File: config.mk
export PLATFORM = sky130hd
export DESIGN_NAME = intr_seq
export DESIGN_NICKNAME = d
export VERILOG_FILES = /design/src/rtl/intr_seq_pkg.sv /design/src/rtl/intr_seq_pend.sv /design/src/rtl/intr_seq_sel.sv /design/src/rtl/intr_seq_fsm.sv /design/src/rtl/intr_seq.sv
export SDC_FILE = /design/constraint.sdc
export NUM_CORES = 1
export LEC_CHECK = 0
export BUFFER_PORTS_ARGS = -buffer_cell sky130_fd_sc_hd__buf_2
export CORE_MARGIN = 2
export CORE_UTILIZATION = 30
export CTS_CLUSTER_SIZE = 16
export DETAILED_ROUTE_END_ITERATION = 10
export PLACE_DENSITY_LB_ADDON = 0.3
export SYNTH_ARGS = -nofsm -noshare
export SYNTH_HDL_FRONTEND = slang
export SYNTH_SLANG_ARGS = --single-unit
File: constraint.sdc
create_clock -name clk -period 2.7 [get_ports clk]
set_input_delay 0.405 -clock clk [delete_from_list [all_inputs] [get_ports clk]]
set_output_delay 0.405 -clock clk [all_outputs]
set_load 0.01 [all_outputs]
File: src/rtl/intr_seq_pkg.sv
// Package: shared types and bit positions for the interrupt entry sequencer.
// Assumes an 8-bit status byte whose break and always-one bits sit at 4 and 5.
package intr_seq_pkg;

    // Source of an entry, in no particular order (priority lives in intr_seq_sel).
    typedef enum logic [1:0] {
        SRC_RST,
        SRC_NMI,
        SRC_IRQ,
        SRC_BRK
    } src_e;

    // One state per bus cycle of an entry.
    typedef enum logic [2:0] {
        ST_IDLE,
        ST_PUSH_H,
        ST_PUSH_L,
        ST_PUSH_P,
        ST_VEC_L,
        ST_VEC_H,
        ST_DONE
    } st_e;

    // Bit positions in the pending-request register.
    localparam int PB_RST = 7;
    localparam int PB_NMI = 5;
    localparam int PB_PWR = 4;
    localparam int PB_IRQ = 2;

    // Bit positions in the status byte.
    localparam int SB_ONE = 5;
    localparam int SB_BRK = 4;

endpackage

File: src/rtl/intr_seq_pend.sv
// Module: pending-request register.
// Latches reset and NMI (NMI on a falling edge of nmi_n) and samples the
// unmasked IRQ level every cycle. It also produces an aged copy, so that a
// request only counts as eligible once it has been held for a full cycle.
// Assumes clr_* pulse for one cycle when the matching entry starts.
module intr_seq_pend
    import intr_seq_pkg::*;
#(
    parameter int unsigned PW = 8
) (
    input  logic          clk,
    input  logic          rst_n,
    input  logic          irq_n,
    input  logic          nmi_n,
    input  logic          reset_req,
    input  logic          i_flag,
    input  logic          clr_rst,
    input  logic          clr_nmi,
    output logic [PW-1:0] pend,
    output logic [PW-1:0] ripe
);

    logic [PW-1:0] pend_d;
    logic          nmi_q;

    // Update the pending bits and their one-cycle-old copy.
    always_ff @(posedge clk) begin
        if (!rst_n) begin
            pend         <= '0;
            pend[PB_PWR] <= 1'b1;
            pend_d       <= '0;
            nmi_q        <= 1'b1;
        end else begin
            nmi_q        <= nmi_n;
            pend_d       <= pend;
            pend[PB_RST] <= reset_req | (pend[PB_RST] & ~clr_rst);
            pend[PB_PWR] <= pend[PB_PWR] & ~clr_rst;
            pend[PB_NMI] <= (nmi_q & ~nmi_n) | (pend[PB_NMI] & ~clr_nmi);
            pend[PB_IRQ] <= ~irq_n & ~i_flag;
        end
    end

    // A request is eligible once it has been seen on two consecutive edges.
    always_comb ripe = pend & pend_d;

endmodule

File: src/rtl/intr_seq_sel.sv
// Module: source and vector selection.
// At a boundary it picks the highest-priority eligible hardware request;
// otherwise it accepts a break request. Purely combinational.
// Assumes it is only consulted while the sequencer is idle.
module intr_seq_sel
    import intr_seq_pkg::*;
#(
    parameter int unsigned          AW       = 16,
    parameter int unsigned          PW       = 8,
    parameter logic [AW-1:0]        VEC_BASE = 16'hFFFA
) (
    input  logic          idle,
    input  logic          boundary,
    input  logic          brk_req,
    input  logic          cmos_mode,
    input  logic [PW-1:0] pend,
    input  logic [PW-1:0] ripe,
    output logic          start,
    output src_e          src,
    output logic [AW-1:0] vec,
    output logic          clr_rst,
    output logic          clr_nmi
);

    localparam logic [AW-1:0] VEC_NMI = VEC_BASE;
    localparam logic [AW-1:0] VEC_RST = VEC_BASE + AW'(2);
    localparam logic [AW-1:0] VEC_IRQ = VEC_BASE + AW'(4);

    logic steal;

    // Prioritise reset/power-on, then NMI, then IRQ; BRK only off-boundary.
    always_comb begin
        start = 1'b0;
        src   = SRC_IRQ;
        vec   = VEC_IRQ;
        steal = 1'b0;
        if (idle) begin
            if (boundary) begin
                if (ripe[PB_RST] | ripe[PB_PWR]) begin
                    start = 1'b1;
                    src   = SRC_RST;
                    vec   = VEC_RST;
                end else if (ripe[PB_NMI]) begin
                    start = 1'b1;
                    src   = SRC_NMI;
                    vec   = VEC_NMI;
                end else if (ripe[PB_IRQ]) begin
                    start = 1'b1;
                end
            end else if (brk_req) begin
                start = 1'b1;
                src   = SRC_BRK;
                if (!cmos_mode && pend[PB_NMI]) begin
                    vec   = VEC_NMI;
                    steal = 1'b1;
                end
            end
        end
    end

    // Tell the pending register which latched requests this entry consumes.
    always_comb begin
        clr_rst = start && (src == SRC_RST);
        clr_nmi = start && ((src == SRC_NMI) || steal);
    end

endmodule

File: src/rtl/intr_seq_fsm.sv
// Module: bus-cycle sequencer for one entry.
// Captures the entry context on start, then runs three stack cycles
// (writes, or reads for reset), two vector reads and a done cycle.
// Assumes a combinational read path: bus_rdata is valid in the read cycle.
module intr_seq_fsm
    import intr_seq_pkg::*;
#(
    parameter int unsigned          AW         = 16,
    parameter int unsigned          DW         = 8,
    parameter logic [AW-DW-1:0]     STACK_PAGE = 8'h01
) (
    input  logic          clk,
    input  logic          rst_n,
    input  logic          start,
    input  src_e          src,
    input  logic [AW-1:0] vec,
    input  logic          cmos_mode,
    input  logic [AW-1:0] pc_in,
    input  logic [DW-1:0] sp_in,
    input  logic [DW-1:0] status_in,
    input  logic [DW-1:0] bus_rdata,
    output logic          idle,
    output logic          bus_rd,
    output logic          bus_wr,
    output logic [AW-1:0] bus_addr,
    output logic [DW-1:0] bus_wdata,
    output logic          entry_done,
    output logic [AW-1:0] new_pc,
    output logic [DW-1:0] sp_out,
    output logic          set_i,
    output logic          clr_d
);

    st_e              state;
    src_e             src_q;
    logic [AW-1:0]    vec_q;
    logic [AW-1:0]    pc_q;
    logic [DW-1:0]    sp_q;
    logic [DW-1:0]    st_q;
    logic             cmos_q;
    logic [DW-1:0]    lo_q;
    logic [AW-DW-1:0] hi_q;
    logic             push_st;

    // Advance one state per cycle; capture context on start.
    always_ff @(posedge clk) begin
        if (!rst_n) begin
            state  <= ST_IDLE;
            src_q  <= SRC_RST;
            vec_q  <= '0;
            pc_q   <= '0;
            sp_q   <= '0;
            st_q   <= '0;
            cmos_q <= 1'b0;
            lo_q   <= '0;
            hi_q   <= '0;
        end else begin
            unique case (state)
                ST_IDLE: if (start) begin
                    state  <= ST_PUSH_H;
                    src_q  <= src;
                    vec_q  <= vec;
                    pc_q   <= pc_in;
                    sp_q   <= sp_in;
                    cmos_q <= cmos_mode;
                    st_q   <= status_in;
                    st_q[SB_ONE] <= 1'b1;
                    st_q[SB_BRK] <= (src == SRC_BRK);
                end
                ST_PUSH_H: begin state <= ST_PUSH_L; sp_q <= sp_q - DW'(1); end
                ST_PUSH_L: begin state <= ST_PUSH_P; sp_q <= sp_q - DW'(1); end
                ST_PUSH_P: begin state <= ST_VEC_L;  sp_q <= sp_q - DW'(1); end
                ST_VEC_L:  begin state <= ST_VEC_H;  lo_q <= bus_rdata; end
                ST_VEC_H:  begin state <= ST_DONE;   hi_q <= bus_rdata[AW-DW-1:0]; end
                default:   state <= ST_IDLE;
            endcase
        end
    end

    // The stack cycles share one address form; reset turns them into reads.
    always_comb push_st = (state == ST_PUSH_H) || (state == ST_PUSH_L) ||
                          (state == ST_PUSH_P);

    // Drive the bus and the completion outputs for the current state.
    always_comb begin
        bus_rd     = 1'b0;
        bus_wr     = 1'b0;
        bus_addr   = '0;
        bus_wdata  = '0;
        entry_done = 1'b0;
        set_i      = 1'b0;
        clr_d      = 1'b0;
        if (push_st) begin
            bus_addr = {STACK_PAGE, sp_q};
            if (src_q == SRC_RST) begin
                bus_rd = 1'b1;
            end else begin
                bus_wr = 1'b1;
                unique case (state)
                    ST_PUSH_H: bus_wdata = pc_q[AW-1:AW-DW];
                    ST_PUSH_L: bus_wdata = pc_q[DW-1:0];
                    default:   bus_wdata = st_q;
                endcase
            end
        end else if (state == ST_VEC_L) begin
            bus_rd   = 1'b1;
            bus_addr = vec_q;
        end else if (state == ST_VEC_H) begin
            bus_rd   = 1'b1;
            bus_addr = vec_q + AW'(1);
        end else if (state == ST_DONE) begin
            entry_done = 1'b1;
            set_i      = (src_q == SRC_IRQ) || (src_q == SRC_BRK);
            clr_d      = cmos_q;
        end
    end

    always_comb begin
        idle   = (state == ST_IDLE);
        new_pc = {hi_q, lo_q};
        sp_out = sp_q;
    end

endmodule

File: src/rtl/intr_seq.sv
// Module: interrupt entry sequencer top.
// Ties the pending register, the source selector and the bus sequencer
// together. Assumes the core holds pc_in, sp_in and status_in steady
// from the start edge until entry_done.
module intr_seq
    import intr_seq_pkg::*;
#(
    parameter int unsigned      AW         = 16,
    parameter int unsigned      DW         = 8,
    parameter logic [AW-DW-1:0] STACK_PAGE = 8'h01,
    parameter logic [AW-1:0]    VEC_BASE   = 16'hFFFA
) (
    input  logic          clk,
    input  logic          rst_n,
    input  logic          cmos_mode,
    input  logic          irq_n,
    input  logic          nmi_n,
    input  logic          reset_req,
    input  logic          i_flag,
    input  logic          boundary,
    input  logic          brk_req,
    input  logic [AW-1:0] pc_in,
    input  logic [DW-1:0] sp_in,
    input  logic [DW-1:0] status_in,
    input  logic [DW-1:0] bus_rdata,
    output logic          bus_rd,
    output logic          bus_wr,
    output logic [AW-1:0] bus_addr,
    output logic [DW-1:0] bus_wdata,
    output logic          busy,
    output logic          entry_done,
    output logic [AW-1:0] new_pc,
    output logic [DW-1:0] sp_out,
    output logic          set_i,
    output logic          clr_d,
    output logic [DW-1:0] pend_o
);

    logic [DW-1:0] pend;
    logic [DW-1:0] ripe;
    logic          idle;
    logic          start;
    src_e          src;
    logic [AW-1:0] vec;
    logic          clr_rst;
    logic          clr_nmi;

    intr_seq_pend #(.PW(DW)) u_pend (
        .clk       (clk),
        .rst_n     (rst_n),
        .irq_n     (irq_n),
        .nmi_n     (nmi_n),
        .reset_req (reset_req),
        .i_flag    (i_flag),
        .clr_rst   (clr_rst),
        .clr_nmi   (clr_nmi),
        .pend      (pend),
        .ripe      (ripe)
    );

    intr_seq_sel #(.AW(AW), .PW(DW), .VEC_BASE(VEC_BASE)) u_sel (
        .idle      (idle),
        .boundary  (boundary),
        .brk_req   (brk_req),
        .cmos_mode (cmos_mode),
        .pend      (pend),
        .ripe      (ripe),
        .start     (start),
        .src       (src),
        .vec       (vec),
        .clr_rst   (clr_rst),
        .clr_nmi   (clr_nmi)
    );

    intr_seq_fsm #(.AW(AW), .DW(DW), .STACK_PAGE(STACK_PAGE)) u_fsm (
        .clk        (clk),
        .rst_n      (rst_n),
        .start      (start),
        .src        (src),
        .vec        (vec),
        .cmos_mode  (cmos_mode),
        .pc_in      (pc_in),
        .sp_in      (sp_in),
        .status_in  (status_in),
        .bus_rdata  (bus_rdata),
        .idle       (idle),
        .bus_rd     (bus_rd),
        .bus_wr     (bus_wr),
        .bus_addr   (bus_addr),
        .bus_wdata  (bus_wdata),
        .entry_done (entry_done),
        .new_pc     (new_pc),
        .sp_out     (sp_out),
        .set_i      (set_i),
        .clr_d      (clr_d)
    );

    always_comb begin
        busy   = ~idle;
        pend_o = pend;
    end

endmodule

; ---- Yosys cells after proc, flatten, opt, wreduce, memory -nomap -nowiden
; Index checks and enable logic that the tools add are counted.
[totals]
rom_bits = 0
elab_cells = 103
n_memories = 0
ff_bits = 79
inputBits = 49
ramBits = 0
latch_bits = 0
output_inout_bits = 62
[classes]
mux = 48
multipliers = 0
n_addsub = 2
bitwise = 15
eq_ne = 11
n_lt_le_gt_ge = 0
div_mod_pow = 0
shift = 0
reduce_logical = 15
[ops]
columns = op, count
row1 = 2-to-1 mux 16 bit, 6
row2 = one-hot mux 8 bit (2 select lines), 2
row3 = 2-to-1 mux 1 bit, 29
row4 = 2-to-1 mux 8 bit, 3
row5 = one-hot mux 3 bit (6 select lines), 1
row6 = "adder 16 x 1 -> 16 bit, second input constant", 1
row7 = "== test 3 bit, second input constant", 3
row8 = 2-to-1 mux 3 bit, 3
row9 = bitwise AND 8 bit, 1
row10 = 2-to-1 mux 2 bit, 4
row11 = "subtractor 8 x 1 -> 8 bit, second input constant", 1
row12 = "== test 2 bit, second input constant", 3
row13 = "== test 3 x 2 -> 1 bit, second input constant", 2
row14 = NOT 1 bit, 6
row15 = bitwise AND 1 bit, 5
row16 = zero test 2 bit, 2
row17 = logical OR 1 bit, 4
row18 = AND reduction 2 bit, 2
row19 = "== test 3 x 1 -> 1 bit, second input constant", 1
row20 = logical AND 1 bit, 3
row21 = zero test 3 bit, 1
row22 = bitwise OR 1 bit, 3
row23 = OR reduction 3 bit, 1
row24 = "== test 2 x 1 -> 1 bit, second input constant", 1
row25 = other kinds (3), 3

; ---- Logic depth before layout (Yosys ltp)
[depth]
word_depth = 11
mapped_depth = 7

; ---- By module
; A second synthesis with hierarchy kept.
[unflattened]
cells_unflattened = 518
area_unflattened_um2 = 3880.0
[modules_own_cells]
columns = mod, n_inst, area_per_inst_um2, cells_each, seq_area_each_um2
row1 = intr_seq_fsm, 1, 3308.2, 454, 1401.3
row2 = intr_seq_pend, 1, 360.3, 35, 180.2
row3 = intr_seq_sel, 1, 207.7, 28, 0.0
row4 = intr_seq, 1, 3.8, 1, 0.0

; ---- Worst setup path before layout
; OpenSTA, ideal clock, no wires.
[synth_path]
path_kind = register to output
from = register u_fsm.state[0]
to = output bus_rd
arrival_ns = 1.409
t_required_ns = 2.295
path_slack_ns = 0.886
path_stages_with_launch = 6
cell_sequence = dfxtp_1 > buf_2 > o21ba_2 > buf_2 > o21ai_1 > and3_1
[synth_via]
elab_chain_len = 4
[synth_lines]
columns = element, line
row1 = start: declaration, intr_seq_fsm.sv:34  ; st_e state;
row2 = start signal: assignment, intr_seq_fsm.sv:48  ; state <= ST_IDLE;
row3 = start signal: assignment, intr_seq_fsm.sv:60  ; state <= ST_PUSH_H;
row4 = start signal: assignment, intr_seq_fsm.sv:70  ; ST_PUSH_H: begin state <= ST_PUSH_L; sp_q <= sp_q - DW'(1); end
row5 = "== test 3 bit, or another cell as far along", intr_seq_fsm.sv:108  ; end else if (state == ST_VEC_H) begin
row6 = 2-to-1 mux 1 bit / logical OR 1 bit (equally long branches), "intr_seq_fsm.sv:108, intr_seq_fsm.sv:81"
row7 = 2-to-1 mux 1 bit / logical OR 1 bit (equally long branches), "intr_seq_fsm.sv:105, intr_seq_fsm.sv:81"
row8 = 2-to-1 mux 1 bit *, intr_seq_fsm.sv:93  ; if (push_st) begin
row9 = end: declaration, intr_seq.sv:26  ; output logic bus_rd,
; Every way passes the cells marked *; elsewhere a longest branch is shown, timed or not.

; ---- Final worst setup path
[layout_path]
from = register u_fsm.state[1]
to = output bus_wdata[4]
[layout_via]
elab_chain_len = 4
[layout_lines]
columns = element, line
row1 = == test 3 x 2 -> 1 bit / == test 3 x 1 -> 1 bit (equally long branches), "intr_seq_fsm.sv:81, intr_seq_fsm.sv:99"
row2 = one-hot mux 8 bit (2 select lines) / logical OR 1 bit (equally long branches), "intr_seq_fsm.sv:99, intr_seq_fsm.sv:81"
row3 = 2-to-1 mux 8 bit / logical OR 1 bit (equally long branches), "intr_seq_fsm.sv:95, intr_seq_fsm.sv:81"
row4 = 2-to-1 mux 8 bit *, intr_seq_fsm.sv:93
row5 = end: declaration, intr_seq.sv:29  ; output logic [DW-1:0] bus_wdata,
; Marked as above.

==> flow_summary.html <==
<table>
<tr><th>Metric</th><th>Value</th></tr>
<tr><th colspan="2">Layout</th></tr>
<tr><td>Layout Cells excl Fill</td><td>about 590</td></tr>
<tr><td>Layout Area Growth over Synthesis</td><td>28.03%</td></tr>
<tr><td>Fraction of layout instances using a drive strength above 1</td><td>0.2903</td></tr>
<tr><td>Final core area utilization</td><td>0.3982</td></tr>
<tr><td>N_diodes</td><td>0</td></tr>
<tr><td>Commonest non-fill, non-tap cells in the layout</td><td>104 x buf_2, 89 x nand2_1, 65 x dfxtp_1</td></tr>
<tr><td>Leading cell type in the layout, fill and taps excluded</td><td>buf_2</td></tr>
<tr><td>Number of nets at the end of the flow</td><td>510</td></tr>
<tr><th colspan="2">Power and ir drop</th></tr>
<tr><td>Static leakage</td><td>around 1.7 nW</td></tr>
<tr><td>Pwr Density</td><td>between 700 and 800 nW/µm²</td></tr>
<tr><td>Max rail drop VDD</td><td>about 260 µV</td></tr>
<tr><td>Final Total Pwr</td><td>about 2.6 mW</td></tr>
<tr><th colspan="2">Min path</th></tr>
<tr><td>Type of the most critical hold path</td><td>in2reg</td></tr>
<tr><th colspan="2">Setup path</th></tr>
<tr><td>Crit-path max FO</td><td>13</td></tr>
<tr><td>Number of buffers and inverters on the critical path</td><td>1</td></tr>
<tr><td>Arrival time reported for the critical path endpoint</td><td>2.07 ns</td></tr>
<tr><td>CP max stage cell</td><td>dfxtp_1</td></tr>
<tr><td>CP cell instances</td><td>nor3b_2, nor2_1, nand2_1, a21oi_1, buf_2</td></tr>
<tr><td>Critical path capture point type</td><td>primary output</td></tr>
<tr><td>Setup Crit Path Kind</td><td>reg2out</td></tr>
<tr><td>Delay-heaviest family, CP</td><td>simple AND/OR/NAND/NOR gates</td></tr>
<tr><td>Required time worst endpoint</td><td>roughly 2.3 ns</td></tr>
<tr><td>Largest stage delay on the critical path</td><td>0.59 ns</td></tr>
<tr><td>Element type at the critical path start</td><td>register</td></tr>
<tr><th colspan="2">Detailed routing</th></tr>
<tr><td>Routed length per instance</td><td>approximately 13 µm</td></tr>
<tr><td>Detailed-route vias per instance</td><td>4.700</td></tr>
<tr><td>Aggregate routed wire length</td><td>roughly 8.0 mm</td></tr>
<tr><td>Via count of the routed design</td><td>approximately 2800</td></tr>
<tr><td>Residual DRC</td><td>0</td></tr>
<tr><td>1st-iter DRT viols</td><td>137</td></tr>
<tr><td>First-pass DRT Iterations</td><td>4</td></tr>
<tr><td>Residual antenna-violating net count after detailed routing</td><td>0</td></tr>
<tr><th colspan="2">Global routing</th></tr>
<tr><td>Vias in the first global route</td><td>approximately 2600</td></tr>
<tr><td>Largest net degree at the start of global routing</td><td>39</td></tr>
<tr><td>Initial antenna violation count</td><td>0</td></tr>
<tr><td>Combined global-route utilization of all metal layers</td><td>0.1551</td></tr>
<tr><td>Total congestion overflow</td><td>0</td></tr>
<tr><td>Global-route wire length before repair</td><td>roughly 13 mm</td></tr>
<tr><th colspan="2">Clocking</th></tr>
<tr><td>Inserted Clock Buffers</td><td>9</td></tr>
<tr><td>H-Tree Depth</td><td>3</td></tr>
<tr><td>Clock latency on the worst-skew pair</td><td>0.34 ns</td></tr>
<tr><td>Clock transition at the register clock pins on the worst setup and hold paths after CTS</td><td>0.07 ns</td></tr>
<tr><td>Sink count of the clock tree</td><td>65</td></tr>
<tr><td>Quantity of hold-fixing buffers added after cts</td><td>0</td></tr>
<tr><td>Post-CTS setup-driven buffer insertion count</td><td>0</td></tr>
<tr><td>Maximum number of buffers from clock root to sink</td><td>2</td></tr>
<tr><td>CTS Root Buffer Type</td><td>clkbuf_8</td></tr>
<tr><td>Number of gates given a new drive strength after cts</td><td>0</td></tr>
<tr><td>Clock tree from TritonCTS</td><td>yes</td></tr>
<tr><th colspan="2">Yosys</th></tr>
<tr><td>Number of flip-flops and latches in the synthesized netlist</td><td>65</td></tr>
<tr><td>Share of synthesized registers carrying an async set or reset</td><td>0</td></tr>
<tr><td>Post-Synthesis Mean Instance Area</td><td>~7.9 µm²</td></tr>
<tr><td>Most used flip-flop cell after synthesis</td><td>dfxtp_1</td></tr>
<tr><td>Most area-hungry cell type in the Yosys netlist</td><td>dfxtp_1</td></tr>
<tr><td>Number of flops mapped to enable cells by yosys</td><td>0</td></tr>
<tr><td>Number of warning messages in the yosys log</td><td>0</td></tr>
<tr><td>Post-synthesis cell type count</td><td>a little under 50</td></tr>
<tr><td>Synth top area cells</td><td>dfxtp_1 45%, nand2_1 12%, a21oi_1 8.8%, nor2_1 3.8%, buf_4 3.1%</td></tr>
<tr><td>Synthesized instance count</td><td>between 300 and 400</td></tr>
<tr><td>Fraction of post-synthesis cell area in the top cell type by area</td><td>0.4506</td></tr>
<tr><td>Sequential fraction of the synthesis area</td><td>0.4506</td></tr>
<tr><td>Cell area after synthesis</td><td>~2900 µm²</td></tr>
<tr><th colspan="2">Flow run</th></tr>
<tr><td>Number of max-cap violations</td><td>0</td></tr>
<tr><th colspan="2">Floorplanning</th></tr>
<tr><td>Die X</td><td>slightly above 100 µm</td></tr>
<tr><td>Y dimension of the die</td><td>just over 100 µm</td></tr>
<tr><td>Full die area</td><td>around 10000 µm²</td></tr>
<tr><td>I/O pin count</td><td>between 100 and 150</td></tr>
<tr><td>Initial cell density of the core</td><td>0.3111</td></tr>
<tr><td>Placement row count</td><td>35</td></tr>
<tr><td>Area of the core</td><td>roughly 9300 µm²</td></tr>
<tr><th colspan="2">Place</th></tr>
<tr><td># port buffers</td><td>between 100 and 150</td></tr>
<tr><td>DP Worst Slack</td><td>between 0.2 and 0.3 ns</td></tr>
<tr><td>Half-perimeter wire length after detailed placement</td><td>~5.7 mm</td></tr>
<tr><td>RD Place Congestion</td><td>around 0.78</td></tr>
<tr><td>DP Cell Count</td><td>approximately 580</td></tr>
<tr><th colspan="2">Timing</th></tr>
<tr><td>Final count of pins violating max slew</td><td>0</td></tr>
<tr><td>Post-route setup slack</td><td>0.2292 ns</td></tr>
<tr><td>Post-route clock skew</td><td>between 0.01 and 0.015 ns</td></tr>
<tr><td>Summed negative setup slack over all endpoints</td><td>0 ns</td></tr>
<tr><td>Achievable clock frequency</td><td>between 0.4 and 0.5 GHz</td></tr>
<tr><td>Minimum period implied by the final worst setup slack</td><td>2.471 ns</td></tr>
<tr><td>Headroom to the max-slew limit</td><td>0.3696</td></tr>
<tr><td>Unrepaired setup endpoints after global routing</td><td>false</td></tr>
<tr><td>Post-route fraction of the period consumed by the critical path</td><td>0.9151</td></tr>
<tr><td>Worst slew pin tran</td><td>~0.95 ns</td></tr>
<tr><td>Final-report setup violation count</td><td>0</td></tr>
<tr><td>Number of hold violations in the final report</td><td>0</td></tr>
<tr><th colspan="2">Status</th></tr>
<tr><td>Result of the run</td><td>complete, no violations</td></tr>
</table>
## Yosys cell counts, types with 2 or more instances
cell type  number
buf_6           2
buf_2           8
nor4_1          3
nor3b_2         2
mux2i_1         8
nor3_1          4
nand2_1        89
a31oi_1         2
a211oi_1        2
dfxtp_1        65
nor2b_1         2
buf_4          12
clkbuf_1       10
and2_1          7
a22oi_1         9
inv_1           7
nor2_1         29
o31ai_1         2
nand2b_1        3
o21ai_0         7
nor4b_1         2
o211ai_1        2
nand3_1         8
a21o_1          3
nand4_1         2
a21oi_1        51
## flip-flops by register name (all words and copies together) (netlist names)
| register | flops |
|---|---|
| u_pend.nmi_q | 1 |
| u_fsm.pc_q | 16 |
| u_fsm.lo_q | 8 |
| u_fsm.vec_q | 2 |
| u_pend.pend | 4 |
| u_fsm.st_q | 8 |
| u_fsm.hi_q | 8 |
| u_fsm.src_q | 2 |
| u_pend.pend_d | 4 |
| u_fsm.state | 3 |
| u_fsm.cmos_q | 1 |
| u_fsm.sp_out | 8 |
## final timing paths
kind / from / end / slack, ns / cells past startpoint
setup / recovery: u_fsm.state[1] / bus_wdata[4] / 0.23 / 5
hold / removal: i_flag / u_pend.pend[2] / 0.22 / 2
setup reg to reg: u_pend.pend[2] / u_fsm.pc_q[15] / 0.53 / 4
hold reg to reg: u_fsm.cmos_q / u_fsm.cmos_q / 0.45 / 2
## stage by stage
step | hold slack [ns] | cell area (µm²)
floorplan | 0.4259 | 2899
global placement | 0.4393 | 3486
detailed placement | 0.4397 | 3486
CTS | 0.2083 | 3697
global route | 0.2131 | 3697
finish | 0.2207 | 3697
## power breakdown
part | internal (mW) | leakage, nW | total, mW | switching (mW)
combinational | 0.244 | 1.04 | 0.615 | 0.371
sequential | 1.05 | 0.533 | 1.14 | 0.0842
clock | 0.519 | 0.0995 | 0.889 | 0.370
## routing by layer
layer / part of all wire / routed length [µm] / GRT usage / vias up
met5: 0 / 0 / 0 / -
met3: 0.075 / 598 / 0.04993 / 6
met4: 0.0073 / 58 / 0.04923 / 0
met1: 0.44 / 3481 / 0.1997 / 1275
li1: - / - / - / 1422
met2: 0.48 / 3844 / 0.2475 / 89
## cells by family after synthesis
family	after synthesis	synth area share
AO/OA/AOI/OAI	93	0.2006
adder cells (fa/ha/maj)	1	0.004332
buffers and inverters	40	0.07626
flip-flops	65	0.4506
multiplexers	8	0.02773
other	1	0.001299
AND/OR/NAND/NOR	156	0.2392
## worst register-to-register path, stage by stage, from the launching register on
cell,delay (ns)
dfxtp_1,0.32
a21boi_0,0.57
a211o_1,0.86
nand2_1,0.14
a21oi_1,0.19
## final cells by class
| type | instances | area, µm² |
|---|---|---|
| clock inverters | 5 | 80.08 |
| clock buffers | 11 | 131.4 |
| well taps | 129 | 161.4 |
| fillers | 1032 | 5587 |
| multi-input cells | 262 | 1385 |
| repair buffers | 114 | 608.1 |
| flip-flops and latches | 65 | 1301 |
| inverters | 8 | 30.03 |
(Power assumes the default switching activity.)
